<file path="src/rtl/tag_sync_pkg.sv">
package tag_sync_pkg;
  localparam logic [3:0] SLOT_TAG_DEF = 4'hE;
  localparam logic [3:0] FUT_TAG_DEF  = 4'hF;

  typedef enum logic [1:0] {
    CAUSE_NONE   = 2'd0,
    CAUSE_SLOT   = 2'd1,
    CAUSE_FUTURE = 2'd2
  } trap_cause_e;

  typedef enum logic {
    OP_COPY    = 1'b0,
    OP_CONSUME = 1'b1
  } op_kind_e;
endpackage

</file>
<file path="src/rtl/tag_classifier.sv">
module tag_classifier
  import tag_sync_pkg::*;
#(
  parameter int TAG_W = 4,
  parameter logic [TAG_W-1:0] SLOT_TAG = SLOT_TAG_DEF,
  parameter logic [TAG_W-1:0] FUT_TAG  = FUT_TAG_DEF
) (
  input  logic [TAG_W-1:0] tag,
  input  logic             op,
  output logic             must_trap,
  output logic [1:0]       cause
);
  trap_cause_e c;

  always_comb begin
    c = CAUSE_NONE;
    if (tag == SLOT_TAG) begin
      c = CAUSE_SLOT;
    end else if (tag == FUT_TAG && op == OP_CONSUME) begin
      c = CAUSE_FUTURE;
    end
  end

  assign cause     = c;
  assign must_trap = (c != CAUSE_NONE);
endmodule

</file>
<file path="src/rtl/pass_stage.sv">
module pass_stage #(
  parameter int WORD_W = 36
) (
  input  logic              clk,
  input  logic              rst_n,
  input  logic              load,
  input  logic [WORD_W-1:0] load_word,
  input  logic              out_ready,
  output logic              out_valid,
  output logic [WORD_W-1:0] out_word
);
  always_ff @(posedge clk) begin
    if (!rst_n) begin
      out_valid <= 1'b0;
      out_word  <= '0;
    end else if (load) begin
      out_valid <= 1'b1;
      out_word  <= load_word;
    end else if (out_ready) begin
      out_valid <= 1'b0;
    end
  end
endmodule

</file>
<file path="src/rtl/trap_latch.sv">
module trap_latch #(
  parameter int TAG_W = 4
) (
  input  logic             clk,
  input  logic             rst_n,
  input  logic             capture,
  input  logic [TAG_W-1:0] cap_tag,
  input  logic             cap_op,
  input  logic [1:0]       cap_cause,
  input  logic             ack,
  output logic             trap_req,
  output logic             trap_pending,
  output logic [TAG_W-1:0] trap_tag,
  output logic             trap_op,
  output logic [1:0]       trap_cause
);
  always_ff @(posedge clk) begin
    if (!rst_n) begin
      trap_req     <= 1'b0;
      trap_pending <= 1'b0;
      trap_tag     <= '0;
      trap_op      <= 1'b0;
      trap_cause   <= 2'd0;
    end else begin
      trap_req <= capture;
      if (capture) begin
        trap_pending <= 1'b1;
        trap_tag     <= cap_tag;
        trap_op      <= cap_op;
        trap_cause   <= cap_cause;
      end else if (ack) begin
        trap_pending <= 1'b0;
      end
    end
  end
endmodule

</file>
<file path="src/rtl/wake_detect.sv">
module wake_detect
  import tag_sync_pkg::*;
#(
  parameter int ADDR_W = 12,
  parameter int TAG_W  = 4,
  parameter logic [TAG_W-1:0] SLOT_TAG = SLOT_TAG_DEF,
  parameter logic [TAG_W-1:0] FUT_TAG  = FUT_TAG_DEF
) (
  input  logic              clk,
  input  logic              rst_n,
  input  logic              wr_valid,
  input  logic [ADDR_W-1:0] wr_addr,
  input  logic [TAG_W-1:0]  old_tag,
  input  logic [TAG_W-1:0]  new_tag,
  output logic              wake_pulse,
  output logic [ADDR_W-1:0] wake_addr
);
  logic old_ph, new_ph, fire;

  assign old_ph = (old_tag == SLOT_TAG) || (old_tag == FUT_TAG);
  assign new_ph = (new_tag == SLOT_TAG) || (new_tag == FUT_TAG);
  assign fire   = wr_valid && old_ph && !new_ph;

  always_ff @(posedge clk) begin
    if (!rst_n) begin
      wake_pulse <= 1'b0;
      wake_addr  <= '0;
    end else begin
      wake_pulse <= fire;
      if (fire) wake_addr <= wr_addr;
    end
  end
endmodule

</file>
<file path="src/rtl/tag_sync_gate.sv">
module tag_sync_gate
  import tag_sync_pkg::*;
#(
  parameter int DATA_W = 32,
  parameter int TAG_W  = 4,
  parameter int ADDR_W = 12,
  parameter logic [TAG_W-1:0] SLOT_TAG = SLOT_TAG_DEF,
  parameter logic [TAG_W-1:0] FUT_TAG  = FUT_TAG_DEF,
  localparam int WORD_W = DATA_W + TAG_W
) (
  input  logic              clk,
  input  logic              rst_n,
  input  logic              in_valid,
  output logic              in_ready,
  input  logic [WORD_W-1:0] in_word,
  input  logic              in_op,
  output logic              out_valid,
  input  logic              out_ready,
  output logic [WORD_W-1:0] out_word,
  output logic              trap_req,
  output logic              trap_pending,
  output logic [1:0]        trap_cause,
  output logic [TAG_W-1:0]  trap_tag,
  output logic              trap_op,
  input  logic              trap_ack,
  input  logic              wr_valid,
  input  logic [ADDR_W-1:0] wr_addr,
  input  logic [TAG_W-1:0]  wr_old_tag,
  input  logic [TAG_W-1:0]  wr_new_tag,
  output logic              wake_pulse,
  output logic [ADDR_W-1:0] wake_addr
);
  logic [TAG_W-1:0] in_tag;
  logic             must_trap;
  logic [1:0]       cls_cause;
  logic             accept;

  assign in_tag   = in_word[WORD_W-1 -: TAG_W];
  assign in_ready = (!out_valid || out_ready) && !trap_pending;
  assign accept   = in_valid && in_ready;

  tag_classifier #(
    .TAG_W(TAG_W), .SLOT_TAG(SLOT_TAG), .FUT_TAG(FUT_TAG)
  ) cls_i (
    .tag(in_tag), .op(in_op), .must_trap(must_trap), .cause(cls_cause)
  );

  pass_stage #(.WORD_W(WORD_W)) pass_i (
    .clk(clk), .rst_n(rst_n),
    .load(accept && !must_trap), .load_word(in_word),
    .out_ready(out_ready), .out_valid(out_valid), .out_word(out_word)
  );

  trap_latch #(.TAG_W(TAG_W)) trap_i (
    .clk(clk), .rst_n(rst_n),
    .capture(accept && must_trap), .cap_tag(in_tag), .cap_op(in_op),
    .cap_cause(cls_cause), .ack(trap_ack),
    .trap_req(trap_req), .trap_pending(trap_pending),
    .trap_tag(trap_tag), .trap_op(trap_op), .trap_cause(trap_cause)
  );

  wake_detect #(
    .ADDR_W(ADDR_W), .TAG_W(TAG_W), .SLOT_TAG(SLOT_TAG), .FUT_TAG(FUT_TAG)
  ) wake_i (
    .clk(clk), .rst_n(rst_n), .wr_valid(wr_valid), .wr_addr(wr_addr),
    .old_tag(wr_old_tag), .new_tag(wr_new_tag),
    .wake_pulse(wake_pulse), .wake_addr(wake_addr)
  );
endmodule

</file>
<file path="config.mk">
export PLATFORM = sky130hd
export DESIGN_NAME = tag_sync_gate
export DESIGN_NICKNAME = d
export VERILOG_FILES = /design/src/rtl/tag_sync_pkg.sv /design/src/rtl/tag_classifier.sv /design/src/rtl/pass_stage.sv /design/src/rtl/trap_latch.sv /design/src/rtl/wake_detect.sv /design/src/rtl/tag_sync_gate.sv
export SDC_FILE = /design/constraint.sdc
export NUM_CORES = 1
export LEC_CHECK = 0
export CORE_MARGIN = 4
export CORE_UTILIZATION = 34
export CTS_CLUSTER_DIAMETER = 200
export DETAILED_ROUTE_END_ITERATION = 16
export GPL_ROUTABILITY_DRIVEN = 0
export GPL_TIMING_DRIVEN = 0
export PLACE_DENSITY_LB_ADDON = 0.25
export REMOVE_ABC_BUFFERS = 1
export SLEW_MARGIN = 20
export SYNTH_ARGS = -nofsm -noshare
export SYNTH_HDL_FRONTEND = slang
export SYNTH_SLANG_ARGS = --single-unit
export TNS_END_PERCENT = 30
</file>
<file path="constraint.sdc">
create_clock -name clk -period 1.28 [get_ports clk]
set_clock_uncertainty 0.1 [all_clocks]
set_input_delay 0.192 -clock clk [delete_from_list [all_inputs] [get_ports clk]]
set_output_delay 0.192 -clock clk [all_outputs]
set_load 0.02 [all_outputs]
</file>
# After elaboration in Yosys (flattened, before gate mapping)
# Cells that the tools add are included.
# W data, S select, Z words.
# op_classes
n_eq_ne	6
muxes	6
reduce_logical	17
# op_table
cell	n
$eq A4 B4 Y1 const B	6
$logic_and A1 B1 Y1	7
$reduce_bool A2 Y1	3
$logic_not A1 Y1	4
$mux W1	4
$mux W2	2
$logic_or A1 B1 Y1	3
# word_totals
regBits	59
input_bits	63
elab_cells	38

# Logic depth before layout (Yosys ltp)
# Gate-level depths: netlist of the first run.
# depth
ltp_word	8
ltp_mapped	5
mapped_depth_nobuf	4

# Cells and area by module
# Synthesis of the first run repeated with hierarchy kept, for this count alone.
# unflattened
cells_unflattened	211
area_unflattened_um2	2374.8
# modules_own_cells
mod	instances	cells_per_inst	area_each_um2	seq_area_each_um2
pass_stage	1	118	1422.6	740.7
wake_detect	1	56	544.3	260.2
trap_latch	1	27	326.6	180.2
tag_sync_gate	1	4	45.0	0.0
tag_classifier	1	6	36.3	0.0

# Worst setup path after synthesis of the first run
# No wires, ideal clock.
# synth_path
path_type	flip-flop to flip-flop
from	register pass_i.out_valid
to	register trap_i.trap_cause[1]
setup_ns	0.116
t_arrival_ns	1.126
slack_ns	-0.063
stages_incl_launch_ff	5
synth_period_minus_slack_ns	1.343
cell_sequence	dfxtp_1 -> nand2b_1 -> nand3_1 -> or3_1 -> o211a_1
# synth_between
elab_chain_len	5
# synth_rtl
item	line	source
start, declared	pass_stage.sv:9	output logic out_valid,
start signal, assigned	pass_stage.sv:14	out_valid <= 1'b0;
start signal, assigned	pass_stage.sv:17	out_valid <= 1'b1;
start signal, assigned	pass_stage.sv:20	out_valid <= 1'b0;
$logic_not A1 Y1	tag_sync_gate.sv:39	assign in_ready = (!out_valid || out_ready) && !trap_pending;
$logic_or A1 B1 Y1	tag_sync_gate.sv:39	
$logic_and A1 B1 Y1	tag_sync_gate.sv:39	
$logic_and A1 B1 Y1	tag_sync_gate.sv:40	assign accept = in_valid && in_ready;
$logic_and A1 B1 Y1	tag_sync_gate.sv:56	.capture(accept && must_trap), .cap_tag(in_tag), .cap_op(in_op),
end signal, assigned	trap_latch.sv:30	trap_cause <= cap_cause;
end, declared	trap_latch.sv:15	output logic [1:0] trap_cause
# Every way passes these cells.
# A chain may end at the register's enable or synchronous reset.

# Worst setup path after layout of the first run
# layout_path
from	register pass_i.out_valid
to	output port in_ready
# layout_between
elab_chain_len	3
# layout_rtl
item	line	source
$logic_not A1 Y1	tag_sync_gate.sv:39	
$logic_or A1 B1 Y1	tag_sync_gate.sv:39	
$logic_and A1 B1 Y1	tag_sync_gate.sv:39	
end, declared	tag_sync_gate.sv:14	output logic in_ready,
# Every way passes these cells.

==> results of run 1 <==
==> per-stage QoR <==
step	hold slack, ns	cell area [sq um]
2_1_floorplan	0.2006	2091
3_3_place_gp	0.3389	3388
3_5_place_dp	0.3420	3461
4_1_cts	0.1897	3795
5_1_grt	0.1257	4016
6_report	0.09640	4016
==> power by group through the flow <==
stage               clock [W]  sequential [W]  combinational (W)
floorplan                   0         0.00214           0.000150
global placement            0         0.00201           0.000731
detailed placement          0         0.00202           0.000771
CTS                   0.00197         0.00198           0.000751
global route          0.00204         0.00200           0.000985
finish                0.00193         0.00199           0.000922
==> worst min path at each step <==
| stage | cells past startpoint | slack, ns | to |
|---|---|---|---|
| finish | 3 | 0.1 | pass_i.out_word[32]$_SDFFE_PN0P_ |
| global route | 3 | 0.13 | pass_i.out_word[32]$_SDFFE_PN0P_ |
| CTS | 3 | 0.19 | pass_i.out_word[34]$_SDFFE_PN0P_ |
| detailed placement | 2 | 0.34 | trap_i.trap_cause[0]$_SDFFE_PN0P_ |
| global placement | 2 | 0.34 | trap_i.trap_cause[0]$_SDFFE_PN0P_ |
| floorplan | 2 | 0.20 | trap_i.trap_op$_SDFFE_PN0P_ |
==> final cells by class <==
| class | count | share of cell area [%] |
|---|---|---|
| clock buffer | 12 | 3.863 |
| clock inverter | 4 | 1.807 |
| inverter | 1 | 0.1558 |
| multi-input combinational | 161 | 28.66 |
| sequential | 59 | 29.53 |
| tap | 77 | 2.399 |
| timing repair buffer | 139 | 33.58 |
==> cells in the mapped netlist, drive strengths merged <==
cell type  instances  area share, %
nand2             39            6.6
o21a               4            1.4
nor3               2           0.45
mux2i             12            5.4
buf                7            3.0
o211a              2           0.91
nand3             38            8.6
and2b              1           0.34
nor4b              1           0.68
and2               2           0.57
clkbuf            12            2.2
o21ai             37            8.4
o2bb2ai            1           0.40
nor2               2           0.34
a31oi              1           0.57
nor2b             13            3.7
a21boi             1           0.34
o2111ai            1            1.2
nand4              2           0.57
inv                1           0.17
nand2b             1           0.28
dfxtp             59             54
or3                1           0.28
==> per-layer routing <==
| layer | vias to the layer above | routed length, microns | global-route usage (%) |
|---|---|---|---|
| met3 | 9 | 701 | 7.169 |
| met5 | - | 0 | 0 |
| met2 | 87 | 3212 | 23.45 |
| met4 | 0 | 82 | 7.005 |
| li1 | 1086 | - | - |
| met1 | 999 | 2770 | 16.77 |
==> logic make-up after synthesis <==
group,Yosys count,share of synthesized area (%)
AO/OA/AOI/OAI,47,13.16
buffers and inverters,20,5.388
flip-flops,59,53.54
multiplexers,12,5.445
AND/OR/NAND/NOR,102,22.46
==> state kept, by name, indices dropped and copies added, names as in the netlist <==
register,flops
trap_i.trap_cause,2
trap_i.trap_tag,4
pass_i.out_valid,1
pass_i.out_word,36
trap_i.trap_pending,1
wake_i.wake_pulse,1
trap_i.trap_op,1
wake_i.wake_addr,12
trap_i.trap_req,1
==> timing repair <==
item | 4_1_cts | 5_1_grt
hold buffers | 0 | 0
cloned | 1 | 9
resized for setup | 150 | 144
pin swaps | 3 | 23
setup buffers | 4 | 2
endpoints found under the setup margin | 117 | 96
==> cells in the final DEF (no fill, tap or decap), types with 7 or more instances in the layout <==
cell and n:
sky130_fd_sc_hd__dfxtp_1 57, sky130_fd_sc_hd__nand2_1 39, sky130_fd_sc_hd__o21ai_2 12, sky130_fd_sc_hd__mux2i_1 12
sky130_fd_sc_hd__clkdlybuf4s50_1 48, sky130_fd_sc_hd__nand3_1 9, sky130_fd_sc_hd__buf_2 7, sky130_fd_sc_hd__clkbuf_2 41
sky130_fd_sc_hd__clkdlybuf4s15_2 9, sky130_fd_sc_hd__nor2b_1 12, sky130_fd_sc_hd__o21ai_1 24, sky130_fd_sc_hd__clkbuf_8 11
sky130_fd_sc_hd__nand3_2 28
==> worst max-delay path: cells and delay by family, from the launching register on <==
family | cells | cell delay, ns
AND/OR/NAND/NOR | 2 | 0.21
flip-flops | 1 | 0.36
buffers and inverters | 1 | 0.15
==> impl_metrics.toml, run 1 <==
[setup_path]
critPathCaptureType = "primary output"
crit_type = "flip-flop to primary output"
r2r.worst_path.cells = 6
critical_path.reg2reg.startpoint = "pass_i.out_valid$_SDFFE_PN0P_"
timing.critical_path.required_ns = 0.99
timing.critical_path.cells = "nor2b_4 > nor2_2 > buf_4"
cp_slowest_stage_delay_ns = 0.36
first_element_of_the_critical_path = "pass_i.out_valid$_SDFFE_PN0P_"
startpoint_type = "flip-flop"
reg2reg_to = "pass_i.out_valid$_SDFFE_PN0P_"
crit_slowest_cell = "sky130_fd_sc_hd__dfxtp_4"
capturing_instance_or_port_of_the_critical_path = "in_ready"
timing.reg2reg.setup_slack_ns = -0.04
critPathArrivalTime_ns = 1.05
worstPathMaxFanout = 3

[sta]
final.period_utilization_pct = 104.7
slew_viol_final = 0
postLayoutSetupSlackWorst_ns = -0.05992
totalNegativeSetupSlack_ns = -0.3533
setup_viol = 16
timing_hold_violations_final = 0
normalized_max_slew_margin_pct = 70.83
final_period_minus_worst_setup_slack_ns = 1.340
grt_setup_unrepaired = "yes"
tightestPinTransition_ns = 0.4376
max_freq_mhz = 746.3

[clock_tree]
tritoncts = "yes"
clock_sink_count = 59
number_of_buffers_created_by_cts = 9
cts_root_buf = "sky130_fd_sc_hd__clkbuf_8"
clk_path_buf_depth = 2
worst_setup_hold_path_clk_slew_ns = 0.07
insertion_delay_ns = 0.33
maximum_level_of_the_cts_h_tree = 3

[floorplanning]
rows = 29
die_span_y_microns = 88.55
num_io_pins = 123
fp.coreArea_sq_um = 6314
initial_core_util_pct = 34.94
fp.dieArea_sq_um = 7840
floorplan.die.width_microns = 88.55

[power_and_ir_drop]
power.share.combinational_pct = 19.0
power.share.switching_pct = 25.38
power.net_switching_w = 0.001228
sequential_share_of_power_pct = 41.1
static-leakage-power_nw = 1.681
power_report.internal_total_w = 0.003611
report.power.total_w = 0.004839
ir_worst_vdd_uv = 747.8
clock_power_share_pct = 39.8
power.density_nw_per_um2 = 1205

[yosys]
post_synth.cell_area_avg_sq_um = 9.191
syn-cell-area_sq_um = 2206
synth.yosys.seq_area_share_pct = 53.55
syn-instance-count = 240
postSynthRegisterBits = 59
netlist-cell-type-count = 26
synth_warnings = 0

[grt]
first_pass_grt_wire_length_microns = 8942
grt_remaining_overflow = 0
grt_use_total_pct = 14.80
pin_count_of_the_biggest_net_entering_global_routing = 59
grt_antenna_before_repair = 0
number_of_global_route_vias_before_repair = 1962

[worst_hold_path]
min_path_type = "input pin to flip-flop"
min_from = "in_word[32]"

[cells_and_area]
final_util_pct = 63.61
layout.nets = 434
seq_area_sq_um = 1186
finalNonFillerCells = 453
total_of_fill_cells_in_the_finished_design = 535
layout-drive-gt1-share_pct = 39.10
total_area_of_multi_input_combinational_cells_sq_um = 1151
antenna_cells_inserted = 0
area_growth_syn_to_layout_pct = 82.08

[run_status]
violations = "setup timing"
run_status = "finished, violations left"

[route]
route.detailed.vias_per_inst = 4.815
drt_pre_antenna_iters = 4
wl_per_cell_microns = 14.94
via_count = 2181
drcViolationCount = 0
detail_route.wirelength_microns = 6766
detailedRoute.firstIterationViolations = 42
antenna_left = 0

[run]
maxCapViolCount = 0

[place]
buffer_ports.inserted = 120
detailedPlacementHpwl_microns = 4034
place_inst = 421
dp_worst_setup_slack_ns = -0.8573
No activity file was read; power rests on OpenSTA's default activity.
==> run 2, diff against run 1 <==
Settings changed: SLEW_MARGIN 20 to 0.
==> run 2 against run 1 <==
  * The flow still finishes with violations (setup timing)
  * First-iteration DRC count is 120% higher
  * Sequential power about the same
  * Fmax is 0.30% lower
  * Total power fell by 0.87%
  * Largest power group unchanged
==> impl_metrics.toml, run 2 (synthesized netlist as in run 1, its figures left out) <==
[cells_and_area]
total_of_fill_cells_in_the_finished_design = 544
layout-drive-gt1-share_pct = 32.02
total_area_of_multi_input_combinational_cells_sq_um = 1071
layout.cells.most_common_list = "57 x sky130_fd_sc_hd__dfxtp_1, 47 x sky130_fd_sc_hd__clkdlybuf4s50_1, 40 x sky130_fd_sc_hd__clkbuf_2"
largest_register = "pass_i.out_word"
area_growth_syn_to_layout_pct = 79.24
layout_top_registers = "pass_i.out_word x36, wake_i.wake_addr x12, trap_i.trap_tag x4"
largest_register_ff_count = 36
layout.nets = 439
seq_area_sq_um = 1186
final_common_cell = "sky130_fd_sc_hd__dfxtp_1"
antenna_cells_inserted = 0

[route]
drt_pre_antenna_iters = 4
via_count = 2224
drcViolationCount = 0
antenna_left = 0
route.detailed.vias_per_inst = 4.856
detail_route.wirelength_microns = 7062
detailedRoute.firstIterationViolations = 94
wl_per_cell_microns = 15.42

[setup_path]
timing.reg2reg.setup_slack_ns = -0.06
cp_slowest_stage_delay_ns = 0.34
critPathCaptureType = "flip-flop"
timing.critical_path.cells = "nand2b_4 > buf_6 > o2111ai_4 > clkbuf_16 > nand3_1 > o21ai_1"
critPathArrivalTime_ns = 1.46
crit_type = "flip-flop to flip-flop"
startpoint_type = "flip-flop"
timing.critical_path.required_ns = 1.40
worstPathMaxFanout = 5
crit_slowest_cell = "sky130_fd_sc_hd__dfxtp_2"

[grt]
grt_use_total_pct = 17.62
pin_count_of_the_biggest_net_entering_global_routing = 98
first_pass_grt_wire_length_microns = 10490
grt_antenna_before_repair = 0
number_of_global_route_vias_before_repair = 2137
grt_remaining_overflow = 0

[sta]
normalized_max_slew_margin_pct = 35.34
grt_setup_unrepaired = "yes"
max_freq_mhz = 744.0
setup_viol = 29
final_period_minus_worst_setup_slack_ns = 1.344
timing_hold_violations_final = 0
slew_viol_final = 0
tightestPinTransition_ns = 0.9698
postLayoutSetupSlackWorst_ns = -0.06400
final.period_utilization_pct = 105.0

[place]
detailedPlacementHpwl_microns = 3903
buffer_ports.inserted = 120
dp_worst_setup_slack_ns = -1.059

[power_and_ir_drop]
sequential_share_of_power_pct = 41.3
power_report.internal_total_w = 0.003598
power.net_switching_w = 0.001199
static-leakage-power_nw = 1.625
ir_worst_vdd_uv = 844.8
report.power.total_w = 0.004797
clock_power_share_pct = 39.9
power.share.switching_pct = 25.00
power.share.combinational_pct = 18.8
power.density_nw_per_um2 = 1213

[run]
maxCapViolCount = 0

[floorplanning]
fp.dieArea_sq_um = 7840
floorplan.die.width_microns = 88.55
rows = 29
fp.coreArea_sq_um = 6314
num_io_pins = 123
initial_core_util_pct = 34.94
die_span_y_microns = 88.55

[clock_tree]
insertion_delay_ns = 0.32
maximum_level_of_the_cts_h_tree = 3
tritoncts = "yes"
post_cts_hold_buffer_count = 0
number_of_buffers_created_by_cts = 9
clk_path_buf_depth = 2
cts_root_buf = "sky130_fd_sc_hd__clkbuf_8"
clock_sink_count = 59
worst_setup_hold_path_clk_slew_ns = 0.07

[run_status]
violations = "setup timing"
run_status = "finished, violations left"

[worst_hold_path]
min_path_type = "input pin to flip-flop"
-- run 2: area by class of cell --
type / instances / area share [%]
inverters: 1 / 0.1582
multi-input cells: 162 / 27.09
repair buffers: 143 / 34.56
flip-flops and latches: 59 / 30.00
clock buffers: 12 / 3.924
clock inverters: 4 / 1.835
well taps: 77 / 2.437
-- run 2: stage by stage --
stage / std cells / TNS (ns) / hold WS [ns] / cell area (sq um) / util [%]
after floorplan: 221 / -18.45 / 0.2006 / 2091 / -
after global placement: 418 / -118.60 / 0.3389 / 3388 / 53.67
after detailed placement: 419 / -49.98 / 0.3418 / 3413 / 54.06
after CTS: 459 / -2.046 / 0.2016 / 4148 / 65.70
after global routing: 458 / -3.122 / 0.2226 / 3954 / 62.62
final: 458 / -0.7406 / 0.2330 / 3954 / 62.62
-- run 2: power by group through the flow --
stage,Combinational [W],Sequential [W],Clock [W]
final,0.000902,0.00198,0.00191
after detailed placement,0.000746,0.00202,0
after CTS,0.000957,0.00198,0.00196
after floorplan,0.000150,0.00214,0
after global routing,0.000958,0.00199,0.00203
after global placement,0.000731,0.00201,0
-- run 2: critical path, delay by kind of cell, from the launching register on --
family	cells	cell delay, ns
AO/OA/AOI/OAI	2	0.27
AND/OR/NAND/NOR	2	0.17
flip-flops	1	0.34
buffers and inverters	2	0.36
-- run 2: repair_timing --
action | CTS | global route
hold endpoints to repair | 0 | 0
gates resized for setup | 195 | 75
cloned | 8 | 0
setup endpoints to repair | 117 | 96
buffers inserted | 16 | 1
pin swaps | 12 | 9
-- run 2: path summary, 6_finish.rpt --
check | from | end | depth (start not counted)
max | pass_i.out_valid$_SDFFE_PN0P_ | pass_i.out_word[14]$_SDFFE_PN0P_ | 6
min | in_word[35] | pass_i.out_word[35]$_SDFFE_PN0P_ | 3
max reg2reg | pass_i.out_valid$_SDFFE_PN0P_ | pass_i.out_word[14]$_SDFFE_PN0P_ | 6
min reg2reg | trap_i.trap_cause[0]$_SDFFE_PN0P_ | trap_i.trap_cause[0]$_SDFFE_PN0P_ | 2
-- run 2: per-layer routing --
metal | share of wire (%) | up-vias | track usage, %
li1 | - | 1106 | -
met1 | 42 | 1023 | 20.35
met2 | 48 | 88 | 30.05
met3 | 8.6 | 7 | 6.331
met4 | 0.81 | 0 | 6.319
met5 | 0 | - | 0
